### config.mk
export PLATFORM = sky130hd
export DESIGN_NAME = cfg_space_regfile
export DESIGN_NICKNAME = d
export VERILOG_FILES = /design/src/rtl/cfg_space_pkg.sv /design/src/rtl/cfg_lane_filter.sv /design/src/rtl/cfg_byte_bank.sv /design/src/rtl/cfg_space_regfile.sv
export SDC_FILE = /design/constraint.sdc
export NUM_CORES = 2
export LEC_CHECK = 0
export BUFFER_PORTS_ARGS = -buffer_cell sky130_fd_sc_hd__buf_2
export CORE_MARGIN = 5
export CORE_UTILIZATION = 30
export DETAILED_ROUTE_END_ITERATION = 8
export SYNTH_ARGS = -nofsm -noshare
export SYNTH_HDL_FRONTEND = slang
export SYNTH_SLANG_ARGS = --single-unit
### constraint.sdc
create_clock -name clk -period 5.05 [get_ports clk]
set_input_delay 1.01 -clock clk [delete_from_list [all_inputs] [get_ports clk]]
set_output_delay 1.01 -clock clk [all_outputs]
set_load 0.005 [all_outputs]
### src/rtl/cfg_space_pkg.sv
package cfg_space_pkg;

  localparam int CFG_ADDR_W = 8;
  localparam int CFG_LANES  = 4;
  localparam int CFG_LANE_W = $clog2(CFG_LANES);
  localparam int CFG_BYTES  = 1 << CFG_ADDR_W;
  localparam int CFG_ROWS   = CFG_BYTES / CFG_LANES;
  localparam int CFG_ROW_W  = CFG_ADDR_W - CFG_LANE_W;

  localparam logic [7:0] OFS_CMD_HI  = 8'h05;
  localparam logic [7:0] OFS_STAT_LO = 8'h06;
  localparam logic [7:0] OFS_STAT_HI = 8'h07;
  localparam logic [7:0] CMD_HI_MASK = 8'h07;
  localparam logic [7:0] STAT_HI_FIX = 8'h06;

  localparam logic [1:0] SZ_BYTE  = 2'b00;
  localparam logic [1:0] SZ_WORD  = 2'b01;
  localparam logic [1:0] SZ_DWORD = 2'b10;

  typedef enum logic [2:0] {
    RULE_FULL,
    RULE_LOCKED,
    RULE_CMD_HI,
    RULE_KEEP,
    RULE_STAT_HI
  } byte_rule_e;

  function automatic byte_rule_e rule_of(input logic [7:0] a);
    if (a == OFS_CMD_HI)  return RULE_CMD_HI;
    if (a == OFS_STAT_LO) return RULE_KEEP;
    if (a == OFS_STAT_HI) return RULE_STAT_HI;
    if (a == 8'h0B || a == 8'h0E || a == 8'h3D) return RULE_LOCKED;
    if (a >= 8'h10 && a <= 8'h27) return RULE_LOCKED;
    if (a >= 8'h2C && a <= 8'h33) return RULE_LOCKED;
    return RULE_FULL;
  endfunction

  function automatic logic [CFG_LANES-1:0] lanes_of(input logic [1:0] sz);
    case (sz)
      SZ_BYTE:  return 4'b0001;
      SZ_WORD:  return 4'b0011;
      SZ_DWORD: return 4'b1111;
      default:  return 4'b0000;
    endcase
  endfunction

  function automatic logic [7:0] reset_byte(
    input logic [7:0]  a,
    input logic [15:0] ven,
    input logic [15:0] dev,
    input logic [7:0]  rev,
    input logic [23:0] cls,
    input logic [15:0] sts,
    input logic [7:0]  hdr,
    input logic [7:0]  pin
  );
    case (a)
      8'h00, 8'h2C: return ven[7:0];
      8'h01, 8'h2D: return ven[15:8];
      8'h02, 8'h2E: return dev[7:0];
      8'h03, 8'h2F: return dev[15:8];
      8'h06:        return sts[7:0];
      8'h07:        return sts[15:8];
      8'h08:        return rev;
      8'h09:        return cls[7:0];
      8'h0A:        return cls[15:8];
      8'h0B:        return cls[23:16];
      8'h0E:        return hdr;
      8'h3D:        return pin;
      default:      return 8'h00;
    endcase
  endfunction

endpackage

### src/rtl/cfg_lane_filter.sv
module cfg_lane_filter
  import cfg_space_pkg::*;
#(
  parameter int         LANE       = 0,
  parameter logic [7:0] STAT_HI_RV = 8'h00
) (
  input  logic                  wr_en,
  input  logic [CFG_ADDR_W-1:0] base_addr,
  input  logic [1:0]            wr_size,
  input  logic [7:0]            din,
  output logic                  lane_we,
  output logic [CFG_ADDR_W-1:0] lane_addr,
  output logic [7:0]            lane_val
);

  logic [CFG_ADDR_W:0] sum;
  logic                in_range;
  logic                selected;
  byte_rule_e          rule;

  assign sum       = {1'b0, base_addr} + (CFG_ADDR_W+1)'(LANE);
  assign in_range  = ~sum[CFG_ADDR_W];
  assign lane_addr = sum[CFG_ADDR_W-1:0];
  assign selected  = wr_en && lanes_of(wr_size)[LANE] && in_range;
  assign rule      = rule_of(lane_addr);

  always_comb begin
    lane_we  = 1'b0;
    lane_val = din;
    case (rule)
      RULE_FULL: lane_we = selected;
      RULE_CMD_HI: begin
        lane_we  = selected;
        lane_val = din & CMD_HI_MASK;
      end
      RULE_STAT_HI: begin
        lane_we  = selected;
        lane_val = (din & ~STAT_HI_FIX) | (STAT_HI_RV & STAT_HI_FIX);
      end
      default: lane_we = 1'b0;
    endcase
  end

endmodule

### src/rtl/cfg_byte_bank.sv
module cfg_byte_bank
  import cfg_space_pkg::*;
#(
  parameter int          BANK      = 0,
  parameter logic [15:0] VENDOR_ID = 16'h0000,
  parameter logic [15:0] DEVICE_ID = 16'h0000,
  parameter logic [7:0]  REVISION  = 8'h00,
  parameter logic [23:0] CLASS     = 24'h000000,
  parameter logic [15:0] STATUS    = 16'h0000,
  parameter logic [7:0]  HDR_TYPE  = 8'h00,
  parameter logic [7:0]  INT_PIN   = 8'h00
) (
  input  logic                 clk,
  input  logic                 rst,
  input  logic                 we,
  input  logic [CFG_ROW_W-1:0] wrow,
  input  logic [7:0]           wval,
  input  logic                 re,
  input  logic [CFG_ROW_W-1:0] rrow,
  output logic [7:0]           rdat
);

  logic [7:0] mem [CFG_ROWS];

  always_ff @(posedge clk) begin
    if (rst) begin
      for (int r = 0; r < CFG_ROWS; r++) begin
        mem[r] <= reset_byte(8'(r*CFG_LANES + BANK), VENDOR_ID, DEVICE_ID,
                             REVISION, CLASS, STATUS, HDR_TYPE, INT_PIN);
      end
    end else if (we) begin
      mem[wrow] <= wval;
    end
  end

  always_ff @(posedge clk) begin
    if (rst)     rdat <= 8'h00;
    else if (re) rdat <= mem[rrow];
  end

  for (genvar r = 0; r < CFG_ROWS; r++) begin : g_row_chk
    localparam logic [7:0] OFS = 8'(r*CFG_LANES + BANK);
    if (rule_of(OFS) == RULE_LOCKED) begin : g_locked
      // protected bytes never move after reset
      a_r2_locked_stable: assert property (@(posedge clk) disable iff (rst)
        !$past(rst) |-> $stable(mem[r]));
    end else if (rule_of(OFS) == RULE_KEEP) begin : g_keep
      // status low byte never moves after reset
      a_r4_keep_stable: assert property (@(posedge clk) disable iff (rst)
        !$past(rst) |-> $stable(mem[r]));
    end else if (rule_of(OFS) == RULE_CMD_HI) begin : g_cmd
      // command high byte upper bits stay clear
      a_r3_cmd_hi_clear: assert property (@(posedge clk) disable iff (rst)
        !$past(rst) |-> (mem[r][7:3] == 5'd0));
    end else if (rule_of(OFS) == RULE_STAT_HI) begin : g_sthi
      // status high byte fixed bits keep their reset value
      a_r5_stat_hi_fixed: assert property (@(posedge clk) disable iff (rst)
        !$past(rst) |-> ((mem[r] & STAT_HI_FIX) == (STATUS[15:8] & STAT_HI_FIX)));
    end
  end

endmodule

### src/rtl/cfg_space_regfile.sv
module cfg_space_regfile
  import cfg_space_pkg::*;
#(
  parameter logic [15:0] VENDOR_ID = 16'h1234,
  parameter logic [15:0] DEVICE_ID = 16'h5678,
  parameter logic [7:0]  REVISION  = 8'h01,
  parameter logic [23:0] CLASS     = 24'h020000,
  parameter logic [15:0] STATUS    = 16'h0000,
  parameter logic [7:0]  HDR_TYPE  = 8'h00,
  parameter logic [7:0]  INT_PIN   = 8'h01
) (
  input  logic                        clk,
  input  logic                        rst,
  input  logic                        wr_en,
  input  logic [CFG_ADDR_W-1:0]       wr_addr,
  input  logic [1:0]                  wr_size,
  input  logic [CFG_LANES*8-1:0]      wr_data,
  input  logic                        rd_en,
  input  logic [CFG_ADDR_W-1:0]       rd_addr,
  output logic [CFG_LANES*8-1:0]      rd_data
);

  logic                  lane_we   [CFG_LANES];
  logic [CFG_ADDR_W-1:0] lane_addr [CFG_LANES];
  logic [7:0]            lane_val  [CFG_LANES];

  logic [CFG_LANES-1:0]  bank_we;
  logic [CFG_ROW_W-1:0]  bank_row  [CFG_LANES];
  logic [7:0]            bank_val  [CFG_LANES];
  logic [7:0]            bank_rdat [CFG_LANES];

  for (genvar i = 0; i < CFG_LANES; i++) begin : g_lane
    cfg_lane_filter #(
      .LANE       (i),
      .STAT_HI_RV (STATUS[15:8])
    ) u_filter (
      .wr_en     (wr_en),
      .base_addr (wr_addr),
      .wr_size   (wr_size),
      .din       (wr_data[8*i +: 8]),
      .lane_we   (lane_we[i]),
      .lane_addr (lane_addr[i]),
      .lane_val  (lane_val[i])
    );
  end

  for (genvar b = 0; b < CFG_LANES; b++) begin : g_bank
    localparam logic [CFG_LANE_W-1:0] BIDX = CFG_LANE_W'(b);
    logic [CFG_LANE_W-1:0] sel;

    always_comb begin
      sel         = BIDX - wr_addr[CFG_LANE_W-1:0];
      bank_we[b]  = lane_we[sel];
      bank_row[b] = lane_addr[sel][CFG_ADDR_W-1:CFG_LANE_W];
      bank_val[b] = lane_val[sel];
    end

    cfg_byte_bank #(
      .BANK      (b),
      .VENDOR_ID (VENDOR_ID),
      .DEVICE_ID (DEVICE_ID),
      .REVISION  (REVISION),
      .CLASS     (CLASS),
      .STATUS    (STATUS),
      .HDR_TYPE  (HDR_TYPE),
      .INT_PIN   (INT_PIN)
    ) u_bank (
      .clk  (clk),
      .rst  (rst),
      .we   (bank_we[b]),
      .wrow (bank_row[b]),
      .wval (bank_val[b]),
      .re   (rd_en),
      .rrow (rd_addr[CFG_ADDR_W-1:CFG_LANE_W]),
      .rdat (bank_rdat[b])
    );

    assign rd_data[8*b +: 8] = bank_rdat[b];
  end

  // a write starting at the last byte can reach at most one bank
  a_r8_no_wrap: assert property (@(posedge clk) disable iff (rst)
    (wr_en && wr_addr == '1) |-> ($countones(bank_we) <= 1));

  // size code 11 enables no bank
  a_r7_size_none: assert property (@(posedge clk) disable iff (rst)
    (wr_size == 2'b11) |-> (bank_we == '0));

  // read data holds when no read was issued
  a_r9_rd_hold: assert property (@(posedge clk) disable iff (rst)
    !rd_en |=> $stable(rd_data));

endmodule

* After elaboration in Yosys (flattened, before gate mapping)
Memories as Yosys holds them, arrays and structs flattened. A register that Yosys moved wholly into a read port is not among the register bits. Index checks and enable logic that the tools add are counted.
Storage, ports and cells: register bits after elaboration 0, memory bits (writable) 2048, bits of input ports 54, memories 4
Cells by class: add/sub/neg operators 7, order comparisons 20, equality and inequality tests 34, multiplexer cells 214, bitwise logic cells 7, reduce and logical (&&, ||, !) cells 36
Memories:
- g_bank[0].u_bank.mem | depth 64, bits a word 8, read ports 1, clocked after memory_dff 1, write ports 64, line cfg_byte_bank.sv:23 | logic [7:0] mem [CFG_ROWS];
- g_bank[1].u_bank.mem | depth 64, bits a word 8, read ports 1, clocked after memory_dff 1, write ports 64, line cfg_byte_bank.sv:23
- g_bank[2].u_bank.mem | depth 64, bits a word 8, read ports 1, clocked after memory_dff 1, write ports 64, line cfg_byte_bank.sv:23
- g_bank[3].u_bank.mem | depth 64, bits a word 8, read ports 1, clocked after memory_dff 1, write ports 64, line cfg_byte_bank.sv:23
Operators by type and width (count):
- 2-to-1 mux 8 bit | 27
- 2-to-1 mux 3 bit | 52
- binary-select mux 8 bit (select 2 bit) | 8
- 2-to-1 mux 1 bit | 114
- equality test 8 x 3 -> 1 bit, second input constant | 12
- equality test 8 x 4 -> 1 bit, second input constant | 8
- less-or-equal comparator 8 x 6 -> 1 bit, second input constant | 8
- one-hot mux 8 bit (2 select lines) | 4
- equality test 8 x 6 -> 1 bit, second input constant | 4
- >= comparator 8 x 5 -> 1 bit, second input constant | 4
- >= comparator 8 x 6 -> 1 bit, second input constant | 4
- OR reduction 8 bit | 4
- 2-to-1 mux 6 bit | 4
- adder 8 x 2 -> 9 bit, second input constant | 2
- logical AND 1 bit | 15
- equality test 3 x 2 -> 1 bit, second input constant | 4
- equality test 3 bit, second input constant | 4
- >= comparator 3 bit, second input constant | 4
- logical NOT 3 bit | 4
- NOT 2 -> 3 bit | 4
- one-hot mux 4 bit (3 select lines) | 1
- OR reduction 3 bit | 4
- adder 8 x 1 -> 9 bit, second input constant | 1
- binary-select mux 1 bit (select 2 bit) | 4
- other kinds (7) | 18

* Depth between registers and ports, before layout
depth in word-level cells 35, depth in mapped cells 18

* Hierarchy
Synthesis repeated with hierarchy kept, for this count alone.
Unflattened totals: cell total of the unflattened synthesis 7048, area, all modules 99539.2 um2
By module, submodules not included:
- cfg_byte_bank at g_bank[3].u_bank | times used 1, cells each 1686, area an instance 24113.1 um2
- cfg_byte_bank at g_bank[2].u_bank | times used 1, cells each 1686, area an instance 24089.4 um2
- cfg_byte_bank at g_bank[1].u_bank | times used 1, cells each 1686, area an instance 24083.1 um2
- cfg_byte_bank at g_bank[0].u_bank | times used 1, cells each 1675, area an instance 24009.3 um2
- cfg_space_regfile | times used 1, cells each 74, area an instance 1486.4 um2
- cfg_lane_filter at g_lane[1].u_filter | times used 1, cells each 87, area an instance 589.3 um2
- cfg_lane_filter at g_lane[3].u_filter | times used 1, cells each 62, area an instance 475.5 um2
- cfg_lane_filter at g_lane[2].u_filter | times used 1, cells each 60, area an instance 461.7 um2
- cfg_lane_filter at g_lane[0].u_filter | times used 1, cells each 32, area an instance 231.5 um2

* Worst setup path before layout
No wires, ideal clock.
kind input to register, from input wr_addr[0], to memory g_bank[1].u_bank.mem[13][0], enable pin, setup time 0.387 ns, arrival 4.887 ns, data required time 4.663 ns, path slack -0.224 ns, stages 17, cell sequence buf_4 buf_6 clkinv_1 clkbuf_1 clkbuf_1 ha_1 clkbuf_1 a21boi_0 a311o_1 and2_1 buf_6 or3_4 nand2b_1 buf_2 or2_0 buf_2 o31ai_1
RTL lines:
- from (decl) | line cfg_space_regfile.sv:15 | input logic [CFG_ADDR_W-1:0] wr_addr,
- to (decl) | line cfg_byte_bank.sv:23

==> impl_metrics.yaml <==
outcome:
  status: "completed"
timing:
  finalSetupViolCount: 0
  tightest_slew_ns: 1.383
  grt_setup_unrepaired: "false"
  min_period_ns: 4.403
  slew_headroom: 0.07007
  hold_violations: 0
  finalMaxSlewViolations: 0
  setup_slack_ns: 0.6471
  clock_skew_ns: 0.02967
  fin_crit_sh: 0.8719
  fin_hold_ws_ns: 0.4782
  fmax_mhz: 227.1
floorplan:
  die_h_um: 582.8
  ios: 86
  dieArea_mm2: 0.3396
  core.rowCount: 210
  die_w_um: 582.8
  core_mm2: 0.3271
  start_util: 0.3009
grt:
  overflow: 0
  grt_pass1_vias: 64763
  grt_first_pass_wirelength_um: 435000
  antenna_found_initial: 34
  grt_max_degree: 131
  track_usage: 0.1684
setup_path:
  crit_required_ns: 5.63
  cp_num_buf_inv: 4
  crit_path_top_delay_cell: "nor2b_1"
  cp_cell_sequence: "buf_2, buf_4, ha_1, buf_4, nor2b_1, or3_1, a21o_1, a211oi_2, nor2b_1, nand2_1, o21ai_0, buf_4"
  path_class: "in2reg"
  critPathMaxFanout: 26
  cp.depth: 12
  worstSetupStartpointType: "input port"
  cp-end-kind: "flop"
  ff2ff_path_depth: 5
  crit_family: "simple AND/OR/NAND/NOR gates"
  cp_data_arrival_time_ns: 4.98
  crit_top_cell: "buf_4"
  critical-path-max-stage-delay_ns: 0.98
layout:
  final_cell_mix: "edfxtp_1 (2048), nor3_1 (1060), nor4_1 (686)"
  area_growth_pct: 17.44
  nNetsFinal: 7273
  nFillCells: 31007
  drive_gt1_frac: 0.2599
  final_common_cell: "edfxtp_1"
yosys:
  syn_avg_cell_area_um2: 14.58
  yosysWarnings: 0
  yosys.area_share.simple: 0.1422
  synth_cell_types: 95
  synth_cells: 6750
  synth_compound_area_frac: 0.03506
  ys_ff_latch: 2080
  synth_area_mm2: 0.09842
  synth_mux_area_frac: 0.1482
  synthArstFlopShare: 0
  synth_flop_cell: "edfxtp_1"
  synth-adder-area-share: 0.001526
  synth_top_family_by_area: "multiplexers"
  synthXorXnorAreaFrac: 0.003293
  yosysSeqAreaShare: 0.6314
  synth_edf_count: 2048
placed_design:
  port_buffers: 83
  dp_hpwl_um: 199100
  place.gp.congestion: 0.9027
  post-place-ws_ns: -0.2125
power_and_ir_drop:
  p_total_mw: 40.84
  p_leak_nw: 35.07
  p_per_area_mw_per_mm2: 353.3
  ir_drop_uv: 378.9
worst_hold_path:
  min_path_cells: 2
  hold_class: "reg2reg"
routing:
  via_count: 65436
  ant_nets: 0
  routedWlPerCell_um: 24.93
  dr.pass1.iters: 6
  drc: 0
  drtIter0Drc: 8319
  vias_per_cell: 5.565
  wirelength_um: 293100
clock_network:
  cts_setup_buffers: 0
  cts_buffers: 210
  cts_hold_buffers: 0
  clkTransAtPathRegs_ns: 0.06
  root_buffer: "clkbuf_16"
  cts.sink_count: 2080
  htree_levels: 4
  postCtsResizedCells: 0
  tritoncts: "done"
  clockBufferDepth: 3
  clk_latency_ns: 0.88
run:
  maxCapViolations: 0
cell usage after synthesis, types with 8 or more instances:
cell type / n / share of area
buf_4: 9 / 0.00069
a222oi_1: 10 / 0.0010
and2_1: 11 / 0.00070
nand3_1: 197 / 0.010
nor3b_1: 15 / 0.0011
mux4_2: 641 / 0.15
nor3_1: 1065 / 0.054
nand4_1: 21 / 0.0013
nor4_1: 689 / 0.044
nor2_1: 114 / 0.0043
nor2b_1: 14 / 0.00089
a211oi_1: 8 / 0.00061
nand2_1: 265 / 0.010
xnor2_1: 29 / 0.0026
nor3_2: 16 / 0.0016
or4_1: 13 / 0.00099
ha_1: 12 / 0.0015
nor4b_1: 12 / 0.0011
edfxtp_1: 2048 / 0.62
a221oi_1: 36 / 0.0032
o21ai_0: 186 / 0.0095
clkbuf_1: 486 / 0.019
nor4_2: 17 / 0.0022
nand2b_1: 62 / 0.0039
or3_1: 32 / 0.0020
buf_6: 25 / 0.0029
buf_2: 231 / 0.012
o21ai_1: 15 / 0.00076
mux2i_1: 8 / 0.00081
and3_1: 9 / 0.00057
o22ai_1: 43 / 0.0027
a22o_1: 36 / 0.0032
a41o_1: 18 / 0.0018
buf_1: 104 / 0.0040
dfxtp_1: 32 / 0.0065
o211ai_1: 15 / 0.0011
xor2_1: 8 / 0.00071
a21oi_1: 35 / 0.0018
o31ai_1: 41 / 0.0031
stage by stage:
stage                     area [um2]  utilization  instances  setup TNS (ns)
after floorplan                99490            -       7004          -17.96
after global placement        108900       0.3329      11341          -7.619
after detailed placement      108900       0.3329      11341          -6.111
after CTS                     115500       0.3531      11727               0
after global routing          115600       0.3533      11750               0
final                         115600       0.3533      11759               0
routing by layer:
layer  part of all wire  track usage
met1               0.39       0.2232
met2               0.49       0.2776
met3              0.085      0.02834
met4              0.041      0.06413
met5                  0            0
logic make-up after synthesis:
group           Yosys count
flops                  2080
simple gates           2590
fa+ha+maj                12
mux                     655
buf+inv                 867
xor+xnor                 37
other cells               2
compound gates          507
sequential cells by signal, summed over array words and instances, names as in the netlist:
signal,cells
g_bank.u_bank.mem,2048
g_bank.u_bank.rdat,32
power by group:
part / leakage [nW] / total, mW / switching [mW] / internal, mW
logic: 12.1 / 5.50 / 3.59 / 1.91
registers: 19.8 / 20.2 / 0.270 / 19.9
clock network: 3.21 / 15.2 / 6.76 / 8.40
final timing paths:
check / startpoint / endpoint / slack [ns]
hold / removal: g_bank[0].u_bank.rdat[3] / g_bank[0].u_bank.rdat[3] / 0.48
setup / recovery: wr_addr[1] / g_bank[3].u_bank.mem[31][7] / 0.65
hold reg to reg: g_bank[0].u_bank.rdat[3] / g_bank[0].u_bank.rdat[3] / 0.48
setup reg to reg: g_bank[3].u_bank.mem[51][5] / g_bank[3].u_bank.rdat[5] / 2.38
final cells by class:
class	count	area [um2]	area share
clock buffer	290	5718	0.04947
timing repair buffer	847	7301	0.06317
multi-input combinational	4057	33980	0.2940
antenna	32	80.08	0.0006928
clock inverter	96	873.3	0.007556
inverter	11	48.80	0.0004222
tap	4346	5438	0.04705
sequential	2080	62140	0.5376
worst reg2reg max path: stages (launching register included):
cell and delay (ns):
edfxtp_1 0.37, mux4_2 0.51, mux4_2 0.52, a22o_1 0.37, a221oi_1 0.58, o22ai_1 0.18
Note: power is estimated with default switching activity, not from simulation.
